==> config.mk <==
export PLATFORM = sky130hd
export DESIGN_NAME = tx_serializer
export DESIGN_NICKNAME = d
export VERILOG_FILES = /design/src/rtl/tx_ser_pkg.sv /design/src/rtl/tx_ser_cfg.sv /design/src/rtl/tx_ser_frame_ctr.sv /design/src/rtl/tx_ser_shift.sv /design/src/rtl/tx_serializer.sv
export SDC_FILE = /design/constraint.sdc
export NUM_CORES = 1
export LEC_CHECK = 0
export BUFFER_PORTS_ARGS = -buffer_cell sky130_fd_sc_hd__buf_2
export CAP_MARGIN = 25
export CORE_ASPECT_RATIO = 0.75
export CORE_MARGIN = 2
export CORE_UTILIZATION = 50
export CTS_BUF_LIST = sky130_fd_sc_hd__clkbuf_16
export CTS_CLUSTER_DIAMETER = 60
export DETAILED_ROUTE_END_ITERATION = 8
export GPL_ROUTABILITY_DRIVEN = 0
export PLACE_DENSITY = 0.85
export RECOVER_POWER = 50
export SYNTH_ARGS = -nofsm -noshare
export SYNTH_HDL_FRONTEND = slang
export SYNTH_SLANG_ARGS = --single-unit
==> constraint.sdc <==
create_clock -name clk_ser -period 2.4 [get_ports clk_ser]
set_input_delay 0.24 -clock clk_ser [delete_from_list [all_inputs] [get_ports clk_ser]]
set_output_delay 0.24 -clock clk_ser [all_outputs]
set_load 0.01 [all_outputs]
==> src/rtl/tx_ser_pkg.sv <==
package tx_ser_pkg;

    // Factor that has no hardware support and is rejected by the decoder
    localparam int unsigned TX_SKIPPED_FACTOR = 9;
    localparam int unsigned TX_DEF_MAX_FACTOR = 10;

    // Legality of a serialization factor against the supported maximum
    function automatic logic factor_ok(input logic [7:0] f, input int unsigned maxf);
        logic ok;
        ok = (f != 8'd0) && (int'(f) <= int'(maxf)) && (int'(f) != int'(TX_SKIPPED_FACTOR));
        return ok;
    endfunction

endpackage

==> src/rtl/tx_ser_cfg.sv <==
module tx_ser_cfg
    import tx_ser_pkg::*;
#(
    parameter int unsigned MAX_FACTOR = TX_DEF_MAX_FACTOR,
    parameter int unsigned CW         = $clog2(MAX_FACTOR + 1)
) (
    input  logic [CW-1:0] factor,
    input  logic          half,
    output logic          err,
    output logic [CW-1:0] slots
);
    logic legal_factor;
    logic odd_half;

    always_comb begin
        legal_factor = factor_ok(8'(factor), MAX_FACTOR);
        odd_half     = half && factor[0];
        err          = !legal_factor || odd_half;
        // number of serial cycles per frame
        slots        = half ? (factor >> 1) : factor;
        if (err) slots = CW'(1);
    end
endmodule

==> src/rtl/tx_ser_frame_ctr.sv <==
module tx_ser_frame_ctr #(
    parameter int unsigned CW = 4
) (
    input  logic          clk,
    input  logic          rst_n,
    input  logic          run,
    input  logic [CW-1:0] slots,
    output logic          take
);
    typedef struct packed {
        logic [CW-1:0] cnt;
    } ctr_t;

    ctr_t q, d;
    logic [CW:0] cnt_inc;

    always_comb begin
        d       = q;
        cnt_inc = {1'b0, q.cnt} + (CW+1)'(1);
        if (!run) begin
            d.cnt = '0;
        end else if (cnt_inc >= {1'b0, slots}) begin
            d.cnt = '0;
        end else begin
            d.cnt = cnt_inc[CW-1:0];
        end
    end

    always_ff @(posedge clk or negedge rst_n) begin
        if (!rst_n) q <= '0;
        else        q <= d;
    end

    assign take = run && (q.cnt == '0);


    cnt_wrap_chk: assert property (@(posedge clk) disable iff (!rst_n)
        (run && (q.cnt == slots - CW'(1))) |=> (q.cnt == '0));


    cnt_range_chk: assert property (@(posedge clk) disable iff (!rst_n)
        run |-> (q.cnt < slots));
endmodule

==> src/rtl/tx_ser_shift.sv <==
module tx_ser_shift #(
    parameter int unsigned MAX_FACTOR = 10,
    parameter int unsigned CW         = 4
) (
    input  logic                  clk,
    input  logic                  rst_n,
    input  logic                  take,
    input  logic                  err,
    input  logic                  half,
    input  logic                  clk_fwd,
    input  logic [CW-1:0]         factor,
    input  logic [MAX_FACTOR-1:0] data,
    input  logic                  oe_in,
    output logic [1:0]            ser,
    output logic                  oe_out
);
    localparam int unsigned HW = CW + 1;

    logic [HW-1:0]         ones_len;
    logic [MAX_FACTOR-1:0] masked;
    logic [MAX_FACTOR-1:0] pattern;

    assign ones_len = (HW'(factor) + HW'(1)) >> 1;

    for (genvar i = 0; i < MAX_FACTOR; i++) begin : g_bit
        assign masked[i]  = data[i] & (HW'(i) < HW'(factor));
        assign pattern[i] = (HW'(i) < ones_len);
    end

    typedef struct packed {
        logic [MAX_FACTOR-1:0] sh;
        logic [1:0]            pair;
        logic                  oe;
    } shf_t;

    shf_t q, d;
    logic [MAX_FACTOR-1:0] src;
    logic [1:0]            nxt;
    logic                  blank;

    always_comb begin
        d   = q;
        src = take ? (clk_fwd ? pattern : masked) : q.sh;
        if (half) begin
            nxt  = src[1:0];
            d.sh = src >> 2;
        end else begin
            nxt  = {src[0], src[0]};
            d.sh = src >> 1;
        end
        if (err) d.sh = '0;
        blank  = err || (!clk_fwd && !oe_in);
        d.pair = blank ? 2'b00 : nxt;
        d.oe   = !err && (clk_fwd || oe_in);
    end

    always_ff @(posedge clk or negedge rst_n) begin
        if (!rst_n) q <= '0;
        else        q <= d;
    end

    assign ser    = q.pair;
    assign oe_out = q.oe;
endmodule

==> src/rtl/tx_serializer.sv <==
module tx_serializer
    import tx_ser_pkg::*;
#(
    parameter int unsigned MAX_FACTOR = TX_DEF_MAX_FACTOR,
    localparam int unsigned CW        = $clog2(MAX_FACTOR + 1)
) (
    input  logic                  clk_ser,
    input  logic                  rst_n,
    input  logic [CW-1:0]         cfg_factor,
    input  logic                  cfg_half,
    input  logic                  cfg_clk_fwd,
    input  logic [MAX_FACTOR-1:0] par_data,
    input  logic                  oe_i,
    output logic                  frame_o,
    output logic [1:0]            ser_o,
    output logic                  oe_o,
    output logic                  cfg_err_o
);
    logic          err;
    logic [CW-1:0] slots;
    logic          take;

    tx_ser_cfg #(.MAX_FACTOR(MAX_FACTOR), .CW(CW)) u_cfg (
        .factor (cfg_factor),
        .half   (cfg_half),
        .err    (err),
        .slots  (slots)
    );

    tx_ser_frame_ctr #(.CW(CW)) u_ctr (
        .clk   (clk_ser),
        .rst_n (rst_n),
        .run   (!err),
        .slots (slots),
        .take  (take)
    );

    tx_ser_shift #(.MAX_FACTOR(MAX_FACTOR), .CW(CW)) u_shf (
        .clk     (clk_ser),
        .rst_n   (rst_n),
        .take    (take),
        .err     (err),
        .half    (cfg_half),
        .clk_fwd (cfg_clk_fwd),
        .factor  (cfg_factor),
        .data    (par_data),
        .oe_in   (oe_i),
        .ser     (ser_o),
        .oe_out  (oe_o)
    );

    assign frame_o   = take;
    assign cfg_err_o = err;


    err_idle_chk: assert property (@(posedge clk_ser) disable iff (!rst_n)
        cfg_err_o |=> (ser_o == 2'b00 && !oe_o));


    full_pair_chk: assert property (@(posedge clk_ser) disable iff (!rst_n)
        (!cfg_half && !cfg_err_o) |-> (ser_o[0] == ser_o[1]));


    oe_gate_chk: assert property (@(posedge clk_ser) disable iff (!rst_n)
        (!cfg_clk_fwd && !oe_i && !cfg_err_o) |=> (ser_o == 2'b00 && !oe_o));


    fwd_lead_chk: assert property (@(posedge clk_ser) disable iff (!rst_n)
        (cfg_clk_fwd && frame_o) |=> (ser_o[0] && oe_o));
endmodule

==> impl_metrics.py <==
metrics = {
    "synth": {
        "seq_area_frac_synth_pct": 30.08,
        "synth_most_common_cell": "dfrtp_1",
        "synthesis.area_um2": 1331,
        "synth_top_flop_cell": "dfrtp_1",
        "synthTopCellsByCount": "dfrtp_1 (16), nand2_1 (14), a21oi_1 (13)",
        "avgSynthCellArea_um2": 8.426,
        "yosysTopAreaCell": "dfrtp_1",
        "async_flop_share_pct": 100.0,
        "synth_fa_ha_area_share_pct": 8.459,
        "synth-compound-area-share_pct": 27.07,
        "synth-seq-cells": 16,
        "synth.distinct_cells": 49,
        "syn-instance-count": 158,
        "synth-edff-count": 0,
        "synth_top_family_by_area": "compound AO/OA/AOI/OAI gates",
        "yosys_warnings": 0,
        "synth_nets": 186,
        "synth_mux_area_share_pct": 5.169,
        "synth_simple_gate_area_share_pct": 18.80,
        "synth_xor_area_share_pct": 1.974,
        "synth_top_area_share_pct": 30.08,
        "synth_area_leaders": "dfrtp_1 (30%), ha_1 (8.5%), a21oi_1 (4.9%)",
    },
    "outcome": {
        "status": "finished clean",
    },
    "drt": {
        "ant_nets": 0,
        "totalWireLength_mm": 3.117,
        "wl_per_cell_um": 14.36,
        "vias_per_cell": 5.797,
        "drt-initial-drc-count": 132,
        "firstDrtPassIters": 4,
        "drc_errors": 0,
        "vias": 1258,
    },
    "timing": {
        "hold_viol_final": 0,
        "fmax_ghz": 0.4714,
        "fin_hold_ws_ns": 0.2794,
        "post-route-period-util_pct": 88.39,
        "rsz0062_at_grt": "false",
        "setup_slack_ns": 0.2786,
        "slew_viol_final": 0,
        "finalClockSkew_ns": 0.002434,
        "fin_crit_ns": 2.121,
        "setup-tns-final_ns": 0,
        "max_slew_margin_pct": 42.35,
        "worst_pin_slew_ns": 0.8647,
        "setup_violations": 0,
    },
    "power": {
        "p_comb_share_pct": 35.8,
        "p_int_mw": 0.6774,
        "power_density_nw_per_um2": 643.4,
        "ir_drop_v": 0.0005156,
        "sequentialPowerShare_pct": 32.3,
        "p_switching_mw": 0.3241,
        "p_leak_nw": 0.7209,
        "swShare_pct": 32.36,
        "clkPwrFrac_pct": 31.9,
    },
    "setup_path": {
        "path_cells": "buf_2 -> inv_1 -> ha_1 -> or3b_4 -> o21ai_4 -> a21oi_1 -> nand2_1 -> ha_1 -> a21o_1 -> a21oi_1 -> o211ai_1 -> nor2b_1",
        "cpMaxStageDelayCell": "a21oi_1",
        "critical_path_class": "in -> reg",
        "cp.depth": 12,
        "r2r_slack_ns": 0.43,
        "end_kind": "flop",
        "crit_buf_inv": 2,
        "crit_family": "compound AO/OA/AOI/OAI gates",
        "startpoint_type": "input pin",
        "max_stage_delay_ns": 0.29,
        "worstPathRequired_ns": 2.57,
        "path_max_fanout": 5,
        "reg2reg_depth": 6,
        "worstPathArrival_ns": 2.29,
    },
    "floorplan": {
        "start_util_pct": 51.95,
        "die_area_um2": 3095,
        "fp-row-count": 16,
        "io_pins": 24,
        "design.core.area_um2": 2562,
        "die_w_um": 63.58,
        "die_y_um": 48.69,
    },
    "clocking": {
        "cts_hold_buf": 1,
        "clk_pin_slew_ns": 0.05,
        "clkSinkCount": 16,
        "cts_buffer_depth": 2,
        "htreeDepth": 1,
        "ctsResizeCount": 0,
        "tritoncts": "yes",
        "ctsRootBufferMaster": "clkbuf_16",
        "cts_made_buffers": 3,
        "cts_setup_buffers": 0,
        "clk_latency_ns": 0.24,
    },
    "place": {
        "place_inst": 212,
        "place_ws_ns": 0.007319,
        "placement.io_buffers": 23,
        "dp.final_hpwl_mm": 2.404,
    },
    "grt": {
        "antenna_found_initial": 0,
        "grt.total_usage_pct": 21.47,
        "grt_pass1_wl_mm": 5.202,
        "grt_max_degree": 19,
        "grt_overflow": 0,
        "first_global_vias": 1194,
    },
    "final_layout": {
        "utilization_pct": 60.74,
        "fin_nets": 210,
        "fillers": 247,
        "antenna_cells": 0,
        "fin_cells": 217,
        "drive_gt1_share_pct": 21.55,
        "syn_to_final_growth_pct": 16.92,
    },
    "worst_hold_path": {
        "worstHoldPathType": "in -> reg",
        "worstHoldPathCells": 3,
    },
    "run": {
        "maxCapViolCount": 0,
    },
}
-- power groups by stage --
| stage | registers (mW) | clock network [mW] | logic (mW) |
|---|---|---|---|
| floorplan | 0.323 | 0 | 0.270 |
| global placement | 0.326 | 0 | 0.341 |
| detailed placement | 0.327 | 0 | 0.355 |
| CTS | 0.323 | 0.325 | 0.360 |
| global route | 0.327 | 0.345 | 0.405 |
| finish | 0.323 | 0.320 | 0.358 |
-- cells by family (layout without fill, tap and decap cells) --
kind of cell | count (synthesis) | count (layout)
buffers and inverters | 23 | 46
muxes | 6 | 6
AOI/OAI and AO/OA | 52 | 52
xor gates and xnor gates | 3 | 3
and+or+nand+nor | 49 | 49
adders and majority gates | 9 | 9
DFF | 16 | 16
-- area by class of cell --
type / instances / area, um^2 / share of cell area, %
Sequential cell: 16 / 400.4 / 25.72
Clock inverter: 1 / 3.754 / 0.2412
Tap cell: 36 / 45.04 / 2.894
Multi-Input combinational cell: 119 / 818.3 / 52.57
Clock buffer: 3 / 75.07 / 4.823
Timing Repair Buffer: 30 / 166.4 / 10.69
Inverter: 12 / 47.55 / 3.055
-- routing by layer --
metal,part of all wire [%],GRT usage (%)
met3,7.4,6.977
met1,41,27.41
met2,51,35.44
met5,0,0
met4,0.58,5.072
-- per-stage QoR --
step | power [mW] | instance area (um^2)
3_5_place_dp | 0.6820 | 1471
6_report | 1.001 | 1556
3_3_place_gp | 0.6665 | 1471
4_1_cts | 1.009 | 1560
5_1_grt | 1.077 | 1556
2_1_floorplan | 0.5930 | 1331
-- sequential cells by signal (all words and copies together) (netlist names) --
signal	cells
u_ctr.q	4
u_shf.q	9
u_shf.ser	2
u_shf.oe_out	1
-- worst register-to-register path: stages, from the launching register on --
cell and delay, ns:
dfrtp_1 0.42, a211oi_1 0.23, nand2_1 0.23, or2_1 0.37, inv_4 0.11, mux2_4 0.30, o211a_1 0.20
-- layout by cell type, fill, tap and decap left out, types with 2 or more instances in the layout --
cell type	synthesis	routed
nor2_1	10	10
a211oi_1	8	8
xor2_1	2	2
nand3_1	5	5
clkinv_1	1	2
mux2_2	3	3
buf_4	2	6
nor2b_1	3	3
nand2b_1	2	2
o21ai_0	11	11
inv_1	10	10
mux2i_1	2	2
clkbuf_16	0	3
nand2_1	14	14
buf_2	0	20
dfrtp_1	16	16
nand3b_1	2	2
clkbuf_1	6	3
or3_1	2	2
ha_1	9	9
o211ai_1	2	2
o22ai_1	3	3
and2_1	3	3
a21oi_1	13	13
nor4_1	2	2
-- worst paths after layout --
kind	start	endpoint
max in group asynchronous	rst_n	u_ctr.q[0]
min in group asynchronous	rst_n	u_shf.q[3]
worst max register to register	u_ctr.q[2]	u_shf.ser[1]
worst min-delay path	oe_i	u_shf.oe_out
worst min register to register	u_ctr.q[0]	u_ctr.q[0]
worst max-delay path	cfg_factor[0]	u_ctr.q[3]
No activity file was read; power rests on OpenSTA's default activity.
